[src/rtl/weave_pkg.sv]
package weave_pkg;
  // Strobes from the control half to the address datapath.
  typedef struct packed {
    logic hStart;     // rising edge of hRef seen this cycle
    logic hEnd;       // falling edge of hRef seen this cycle
    logic fieldClr;   // vertical reference active: restart line count
    logic pixTake;    // store the pixel presented this cycle
    logic fieldOdd;   // parity of the field being written
  } weaveStrobes_t;
endpackage

[src/rtl/weave_ctrl.sv]
module weave_ctrl
  import weave_pkg::*;
(
  input  logic          clk,
  input  logic          rst_n,
  input  logic          pixValid,
  input  logic          hRef,
  input  logic          vRef,
  input  logic          oddFlag,
  output weaveStrobes_t strobes,
  output logic          frameDone
);
  logic hRefPrev, vRefPrev;
  logic fieldOdd, oddDone, fieldHadPix;
  logic vRise, vFall, fieldOddNow;

  assign vRise       = vRef & ~vRefPrev;
  assign vFall       = ~vRef & vRefPrev;
  assign fieldOddNow = vFall ? oddFlag : fieldOdd;

  always_comb begin
    strobes.hStart   = hRef & ~hRefPrev;
    strobes.hEnd     = ~hRef & hRefPrev;
    strobes.fieldClr = vRef;
    strobes.pixTake  = pixValid;
    strobes.fieldOdd = fieldOddNow;
  end

  always_ff @(posedge clk) begin
    if (!rst_n) begin
      hRefPrev    <= 1'b0;
      vRefPrev    <= 1'b0;
      fieldOdd    <= 1'b0;
      oddDone     <= 1'b0;
      fieldHadPix <= 1'b0;
      frameDone   <= 1'b0;
    end else begin
      hRefPrev  <= hRef;
      vRefPrev  <= vRef;
      frameDone <= 1'b0;
      if (vFall) fieldOdd <= oddFlag;
      if (vRise) begin
        // the field that just ended decides the pairing state
        if (!fieldOdd && oddDone && fieldHadPix) begin
          frameDone <= 1'b1;
          oddDone   <= 1'b0;
        end else if (fieldOdd && fieldHadPix) begin
          oddDone <= 1'b1;
        end
        fieldHadPix <= 1'b0;
      end else if (pixValid) begin
        fieldHadPix <= 1'b1;
      end
    end
  end
endmodule

[src/rtl/weave_dpath.sv]
module weave_dpath
  import weave_pkg::*;
#(
  parameter int DATA_W = 16,
  parameter int COL_W  = 10,
  parameter int ROW_W  = 10
) (
  input  logic              clk,
  input  logic              rst_n,
  input  weaveStrobes_t     strobes,
  input  logic [DATA_W-1:0] pixData,
  output logic [ROW_W-1:0]  rowAddr,
  output logic [COL_W-1:0]  colAddr,
  output logic [DATA_W-1:0] wrData,
  output logic              wrEn
);
  localparam int LINE_W = ROW_W - 1;
  localparam logic [COL_W-1:0]  COL_MAX  = {COL_W{1'b1}};
  localparam logic [LINE_W-1:0] LINE_MAX = {LINE_W{1'b1}};

  logic [COL_W-1:0]  colCnt, colNow;
  logic [LINE_W-1:0] lineCnt;
  logic              lineHadPix;

  assign colNow = strobes.hStart ? '0 : colCnt;

  always_ff @(posedge clk) begin
    if (!rst_n) begin
      colCnt     <= '0;
      lineCnt    <= '0;
      lineHadPix <= 1'b0;
      rowAddr    <= '0;
      colAddr    <= '0;
      wrData     <= '0;
      wrEn       <= 1'b0;
    end else begin
      wrEn <= strobes.pixTake;
      if (strobes.pixTake) begin
        wrData  <= pixData;
        colAddr <= colNow;
        rowAddr <= {lineCnt, strobes.fieldOdd};
        colCnt  <= (colNow == COL_MAX) ? COL_MAX : colNow + 1'b1;
      end else if (strobes.hStart) begin
        colCnt <= '0;
      end

      if (strobes.hStart)     lineHadPix <= strobes.pixTake;
      else if (strobes.hEnd)  lineHadPix <= 1'b0;
      else if (strobes.pixTake) lineHadPix <= 1'b1;

      if (strobes.fieldClr)
        lineCnt <= '0;
      else if (strobes.hEnd && lineHadPix && lineCnt != LINE_MAX)
        lineCnt <= lineCnt + 1'b1;
    end
  end
endmodule

[src/rtl/field_weave_writer.sv]
module field_weave_writer
  import weave_pkg::*;
#(
  parameter int DATA_W = 16,
  parameter int COL_W  = 10,
  parameter int ROW_W  = 10
) (
  input  logic              clk,
  input  logic              rst_n,
  input  logic [DATA_W-1:0] pixData,
  input  logic              pixValid,
  input  logic              hRef,
  input  logic              vRef,
  input  logic              oddFlag,
  output logic [ROW_W-1:0]  rowAddr,
  output logic [COL_W-1:0]  colAddr,
  output logic [DATA_W-1:0] wrData,
  output logic              wrEn,
  output logic              frameDone
);
  weaveStrobes_t strobes;

  weave_ctrl u_ctrl (
    .clk(clk), .rst_n(rst_n), .pixValid(pixValid), .hRef(hRef),
    .vRef(vRef), .oddFlag(oddFlag), .strobes(strobes), .frameDone(frameDone)
  );

  weave_dpath #(.DATA_W(DATA_W), .COL_W(COL_W), .ROW_W(ROW_W)) u_dpath (
    .clk(clk), .rst_n(rst_n), .strobes(strobes), .pixData(pixData),
    .rowAddr(rowAddr), .colAddr(colAddr), .wrData(wrData), .wrEn(wrEn)
  );
endmodule

[config.mk]
export PLATFORM = sky130hd
export DESIGN_NAME = field_weave_writer
export DESIGN_NICKNAME = d
export VERILOG_FILES = /design/src/rtl/weave_pkg.sv /design/src/rtl/weave_ctrl.sv /design/src/rtl/weave_dpath.sv /design/src/rtl/field_weave_writer.sv
export SDC_FILE = /design/constraint.sdc
export NUM_CORES = 1
export LEC_CHECK = 0
export ABC_AREA = 1
export BUFFER_PORTS_ARGS = -buffer_cell sky130_fd_sc_hd__buf_4
export CORE_MARGIN = 3
export CORE_UTILIZATION = 40
export DETAILED_ROUTE_END_ITERATION = 8
export GPL_TIMING_DRIVEN = 0
export SYNTH_ARGS = -nofsm -noshare
export SYNTH_HDL_FRONTEND = slang
export SYNTH_SLANG_ARGS = --single-unit
[constraint.sdc]
create_clock -name clk -period 4.2 [get_ports clk]
set_clock_uncertainty 0.15 [all_clocks]
set_input_delay 0.84 -clock clk [delete_from_list [all_inputs] [get_ports clk]]
set_output_delay 0.84 -clock clk [all_outputs]
set_load 0.02 [all_outputs]
# Word level (Yosys, flattened, before mapping)
# Index checks and enable logic that the tools add are counted.
# Widths: inputs -> output; s select.
totals:
  reg_bits: 63
  in_bits: 22
  wordCells: 48
op_classes:
  addsub: 2
  muxes: 10
  n_reduce_logical: 12
  bitwise_logic: 9
  eq_ne: 2
op_table:
  columns: ["cell", "count"]
  rows:
  - ["$mux 10", 3]
  - ["$add 10x1->10 const B", 1]
  - ["$eq 10x10->1 const B", 1]
  - ["$add 9x1->9 const B", 1]
  - ["$ne 9x9->1 const B", 1]
  - ["$mux 1", 7]
  - ["$logic_and 1x1->1", 5]
  - ["$not 1->1", 5]
  - ["$and 1x1->1", 4]
  - ["$reduce_and 2->1", 2]
  - ["$reduce_or 2->1", 2]
  - ["$reduce_bool 3->1", 1]
  - ["$reduce_bool 2->1", 1]
  - ["$logic_not 1->1", 1]

# Longest topological paths before layout
logic_depth:
  word_depth: 6
  depth_mapped: 14
  mapped_depth_nobuf: 13

# Modules after synthesis
# A second synthesis with hierarchy kept.
hier_totals:
  hier_cells: 337
  hier_area_um2: 2555.0
by_module_without_submodules:
  columns: ["module", "cells_per_inst", "area_each_um2", "seq_area_each_um2", "instances"]
  rows:
  - ["weave_dpath", 300, 2293.4, 1141.1, 1]
  - ["weave_ctrl", 37, 261.5, 120.1, 1]

# Least setup slack after synthesis
# No wires, ideal clock.
synth_timing:
  kind: "input-to-reg"
  from: "input port hRef"
  to: "register u_dpath.colCnt[8]"
  required_ns: 3.994
  setup_ns: 0.056
  n_path_buf: 1
  arrival_ns: 1.948
  path_slack_ns: 2.046
  path_stages: 13
  path_cell_list: "nand2_4 buf_12 nand2_1 inv_1 ha_1 nand2_1 nor2_2 nand2_1 inv_1 nand2_4 nand3_1 nand2_1 inv_1"
synth_between:
  elab_chain_len: 5
synth_lines:
  columns: ["element", "line_no", "source"]
  rows:
  - ["from (decl)", "field_weave_writer.sv:12", "input logic hRef,"]
  - ["$and 1x1->1 (*)", "weave_ctrl.sv:22", "strobes.hStart = hRef & ~hRefPrev;"]
  - ["$mux 10 (*)", null, null]
  - ["named net u_dpath.colNow[1]", "weave_dpath.sv:21", "logic [COL_W-1:0] colCnt, colNow;"]
  - ["$add 10x1->10 or $eq 10x10->1 (tied branches)", "weave_dpath.sv:42", "colCnt <= (colNow == COL_MAX) ? COL_MAX : colNow + 1'b1;"]
  - ["$mux 10 (*)", "weave_dpath.sv:42", null]
  - ["$mux 10 (*)", "weave_dpath.sv:38", "if (strobes.pixTake) begin"]
  - ["to (signal assigned)", "weave_dpath.sv:42", null]
  - ["to (decl)", "weave_dpath.sv:21", null]
# The timed path passes the listed nets; every way through them passes the cells marked *.
# A chain may end at the register's enable or synchronous reset.

# Worst setup path in the final report
layout_timing:
  from: "input port hRef"
  to: "register u_dpath.colCnt[9]"
# Same word-level chain as after synthesis.

==> flow_summary_export.csv <==
group,metric,value,unit
outcome,status,"finished clean",
synthesis,yosys_most_used_dff,"sky130_fd_sc_hd__dfxtp_1",
synthesis,synthTopCellsByArea,"sky130_fd_sc_hd__dfxtp_1, sky130_fd_sc_hd__o21ai_0, sky130_fd_sc_hd__nor2_1",
timing,report.final.setup_viol,0,
clock_network,clkSinkCount,63,
place,io_buffers,58,
worst_setup_path,worst_setup_path_start_kind,"input pin",
synthesis,synthCells,322,
synthesis,post-synth-top-count-cell,"sky130_fd_sc_hd__dfxtp_1",
worst_setup_path,timing.rr.start,"u_dpath.lineCnt[1]$_SDFFE_PP0P_",
power_and_ir_drop,power_leakage,1.50,nW
cells_and_area,insertedDiodeCount,0,
power_and_ir_drop,pwr-share-clk,0.433,
place,post-dp-hpwl,4380,um
route,vias,2231,
worst_setup_path,worst-endpoint-required,4.33,ns
power_and_ir_drop,intPower,0.00105,W
floorplanning,floorplan.die.width,85.4,um
worst_setup_path,timing.critical_path.slowest_stage_cell,"sky130_fd_sc_hd__ha_1",
route,postRouteAntennaNets,0,
timing,fin_tns_setup,0,ns
synthesis,synth_top_cell_area_share,0.500,
synthesis,synth_area_leader_cell,"sky130_fd_sc_hd__dfxtp_1",
synthesis,synth_enable_flop_cells,0,
cells_and_area,fill_cells,604,
synthesis,synth-warning-count,0,
route,drt-total-wl,5950,um
hold_path,worstHoldPathType,"reg -> reg",
clock_network,post_cts_buffers,0,
synthesis,synth_cell_type_count,31,
power_and_ir_drop,switching_share,0.235,
synthesis,synth_commonest_cells,"sky130_fd_sc_hd__dfxtp_1, sky130_fd_sc_hd__nor2_1, sky130_fd_sc_hd__o21ai_0, sky130_fd_sc_hd__inv_1, sky130_fd_sc_hd__nand2_1",
worst_setup_path,timing.critical_path.from,"hRef",
worst_setup_path,crit_path_max_cell_delay,0.18,ns
timing,timing.fmax,455,MHz
grt,grt_usage,0.171,
timing,holdWs,0.297,ns
worst_setup_path,cp_common_cell,"sky130_fd_sc_hd__nand2_1",
floorplanning,ioPinCount,60,
clock_network,worst_setup_hold_path_clk_slew,0.07,ns
timing,slew_viol_final,0,
floorplanning,initial_utilization,0.418,
worst_setup_path,timing.critical_path.cells,"buf_4, nand2_4, buf_12, nand2_1, inv_1, ha_1, nand2_1, nor2_2, nand2_1, inv_1, nand2_4, nand3_1, nand2_1, inv_1",
grt,first_global_vias,2121,
route,first_iter_violations,106,
power_and_ir_drop,power-per-cell-area,419,mW/mm^2
clock_network,cts_root_buf,"sky130_fd_sc_hd__clkbuf_8",
synthesis,post_synth.cell_area_avg,7.83,um^2
power_and_ir_drop,irDropWorstVdd,0.250,mV
clock_network,cts_hold_repair.buffers,0,
grt,overall_overflow_remaining_after_global_route,0,
synthesis,synth-async-reset-ratio,0,
route,drcViolationCount,0,
worst_setup_path,largest_fanout_on_the_critical_path,10,
route,routed_via_density,4.74,
synthesis,netlist_area,0.00252,mm^2
cells_and_area,layout-drive-gt1-share,0.235,
cells_and_area,nets,416,
clock_network,worstSkewPairLatency,0.33,ns
clock_network,cts-buffers-inserted,9,
grt,grt_start_max_net_pins,11,
grt,antenna_found_initial,0,
worst_setup_path,setup_crit_end_kind,"flip-flop",
worst_setup_path,worst_ep_arrival_time,2.33,ns
grt,grt_first_pass_wirelength,9840,um
power_and_ir_drop,switchingPower,0.000323,W
floorplanning,row_count,28,
clock_network,tritoncts,"built",
synthesis,postSynthRegisterBits,63,
power_and_ir_drop,power.share.combinational,0.104,
place,globalplace.congestion,0.778,
clock_network,cts_buffer_depth,2,
synthesis,synthesis.nets,347,
timing,worst_pin_slew,0.485,ns
timing,grt_setup_unrepaired,"no",
cells_and_area,area.growth.synth_to_final,29.9,%
run,maxCapViolCount,0,
timing,final.period_utilization,0.523,
hold_path,timing.hold.worst.start,"u_ctrl.oddDone$_SDFFE_PN0P_",
clock_network,postCtsResizedCells,0,
floorplanning,die_height,85.4,um
timing,timing.final.hold_violations,0,
worst_setup_path,timing_worst_setup_path_type,"in -> reg",
clock_network,htree_levels,3,
floorplanning,floorplan.core_area,0.00603,mm^2
floorplanning,die-area,0.00729,mm^2
timing,relSlewSlack,0.676,
route,avgRoutedWirePerCell,12.6,um
power_and_ir_drop,sequentialPowerShare,0.463,
timing,timing.final.crit_period,2.20,ns
route,drt_pre_antenna_iters,4,
synthesis,seq_area_frac_synth,0.500,
## cells in the final DEF (no fill, tap or decap), drive strengths merged, types with 3 or more instances in the layout
master	Yosys	layout
a21oi	30	30
buf	7	65
clkbuf	7	20
dfxtp	63	63
ha	3	3
inv	38	38
nand2	36	36
nand3	9	9
nand4	4	4
nor2	61	61
nor3	6	6
o21ai	45	45
xor2	3	3
## critical path, delay by kind of cell
| kind | cells | cell delay [ns] |
|---|---|---|
| adders and majority gates | 1 | 0.18 |
| buffers and inverters | 5 | 0.52 |
| and+or+nand+nor | 8 | 0.78 |
## area by class of cell
type	count	area (um^2)	share of cell area
multi-input combinational	207	1030	0.315
clock buffer	13	159	0.0485
tap	75	93.8	0.0287
timing repair buffer	58	435	0.133
sequential	63	1260	0.385
clock inverter	3	65.1	0.0199
inverter	38	143	0.0436
buffer	14	85.1	0.0260
## kinds of logic after synthesis
| family | after synthesis | synth area share |
|---|---|---|
| AO/OA/AOI/OAI | 80 | 0.163 |
| XOR/XNOR | 4 | 0.0139 |
| adder cells (fa/ha/maj) | 3 | 0.0149 |
| buffers and inverters | 52 | 0.0903 |
| flip-flops | 63 | 0.500 |
| AND/OR/NAND/NOR | 120 | 0.218 |
## metal layers
metal	wire length [um]	vias up	global-route usage
li1	-	1180	-
met1	2830	1013	0.214
met2	2850	30	0.282
met3	176	8	0.0408
met4	96	0	0.0734
met5	0	-	0
## power groups by stage
stage / registers (W) / clock network (W) / logic (W)
after floorplan: 0.000672 / 0 / 0.0000553
after global placement: 0.000648 / 0 / 0.000143
after detailed placement: 0.000648 / 0 / 0.000145
after CTS: 0.000635 / 0.000605 / 0.000145
after global routing: 0.000637 / 0.000633 / 0.000158
final: 0.000635 / 0.000594 / 0.000143
## state kept, by name (all words and copies together), names as in the netlist
| signal | cells |
|---|---|
| u_dpath.rowAddr | 10 |
| u_ctrl.frameDone | 1 |
| u_ctrl.fieldHadPix | 1 |
| u_dpath.colAddr | 10 |
| u_ctrl.fieldOdd | 1 |
| u_dpath.colCnt | 10 |
| u_dpath.wrEn | 1 |
| u_ctrl.vRefPrev | 1 |
| u_ctrl.hRefPrev | 1 |
| u_ctrl.oddDone | 1 |
| u_dpath.wrData | 16 |
| u_dpath.lineCnt | 9 |
| u_dpath.lineHadPix | 1 |
## path summary, 6_finish.rpt
check                                                        to  slack, ns  cells past startpoint
worst min-delay path                u_ctrl.frameDone$_SDFF_PN0_       0.30                      2
worst max-delay path               u_dpath.colCnt[9]$_SDFF_PN0_       2.00                     14
worst min register to register      u_ctrl.frameDone$_SDFF_PN0_       0.30                      2
worst max register to register  u_dpath.lineCnt[6]$_SDFFE_PP0P_       2.07                     10
## stage by stage
stage	power (W)	util	setup slack, ns	cell area, um^2	cells
2_1_floorplan	0.000727	-	2.05	2520	322
3_3_place_gp	0.000791	0.506	1.68	3050	455
3_5_place_dp	0.000793	0.506	1.66	3050	455
4_1_cts	0.00138	0.543	2.00	3270	471
5_1_grt	0.00143	0.543	1.78	3270	471
6_report	0.00137	0.543	2.00	3270	471
No activity file was read; power rests on OpenSTA's default activity.
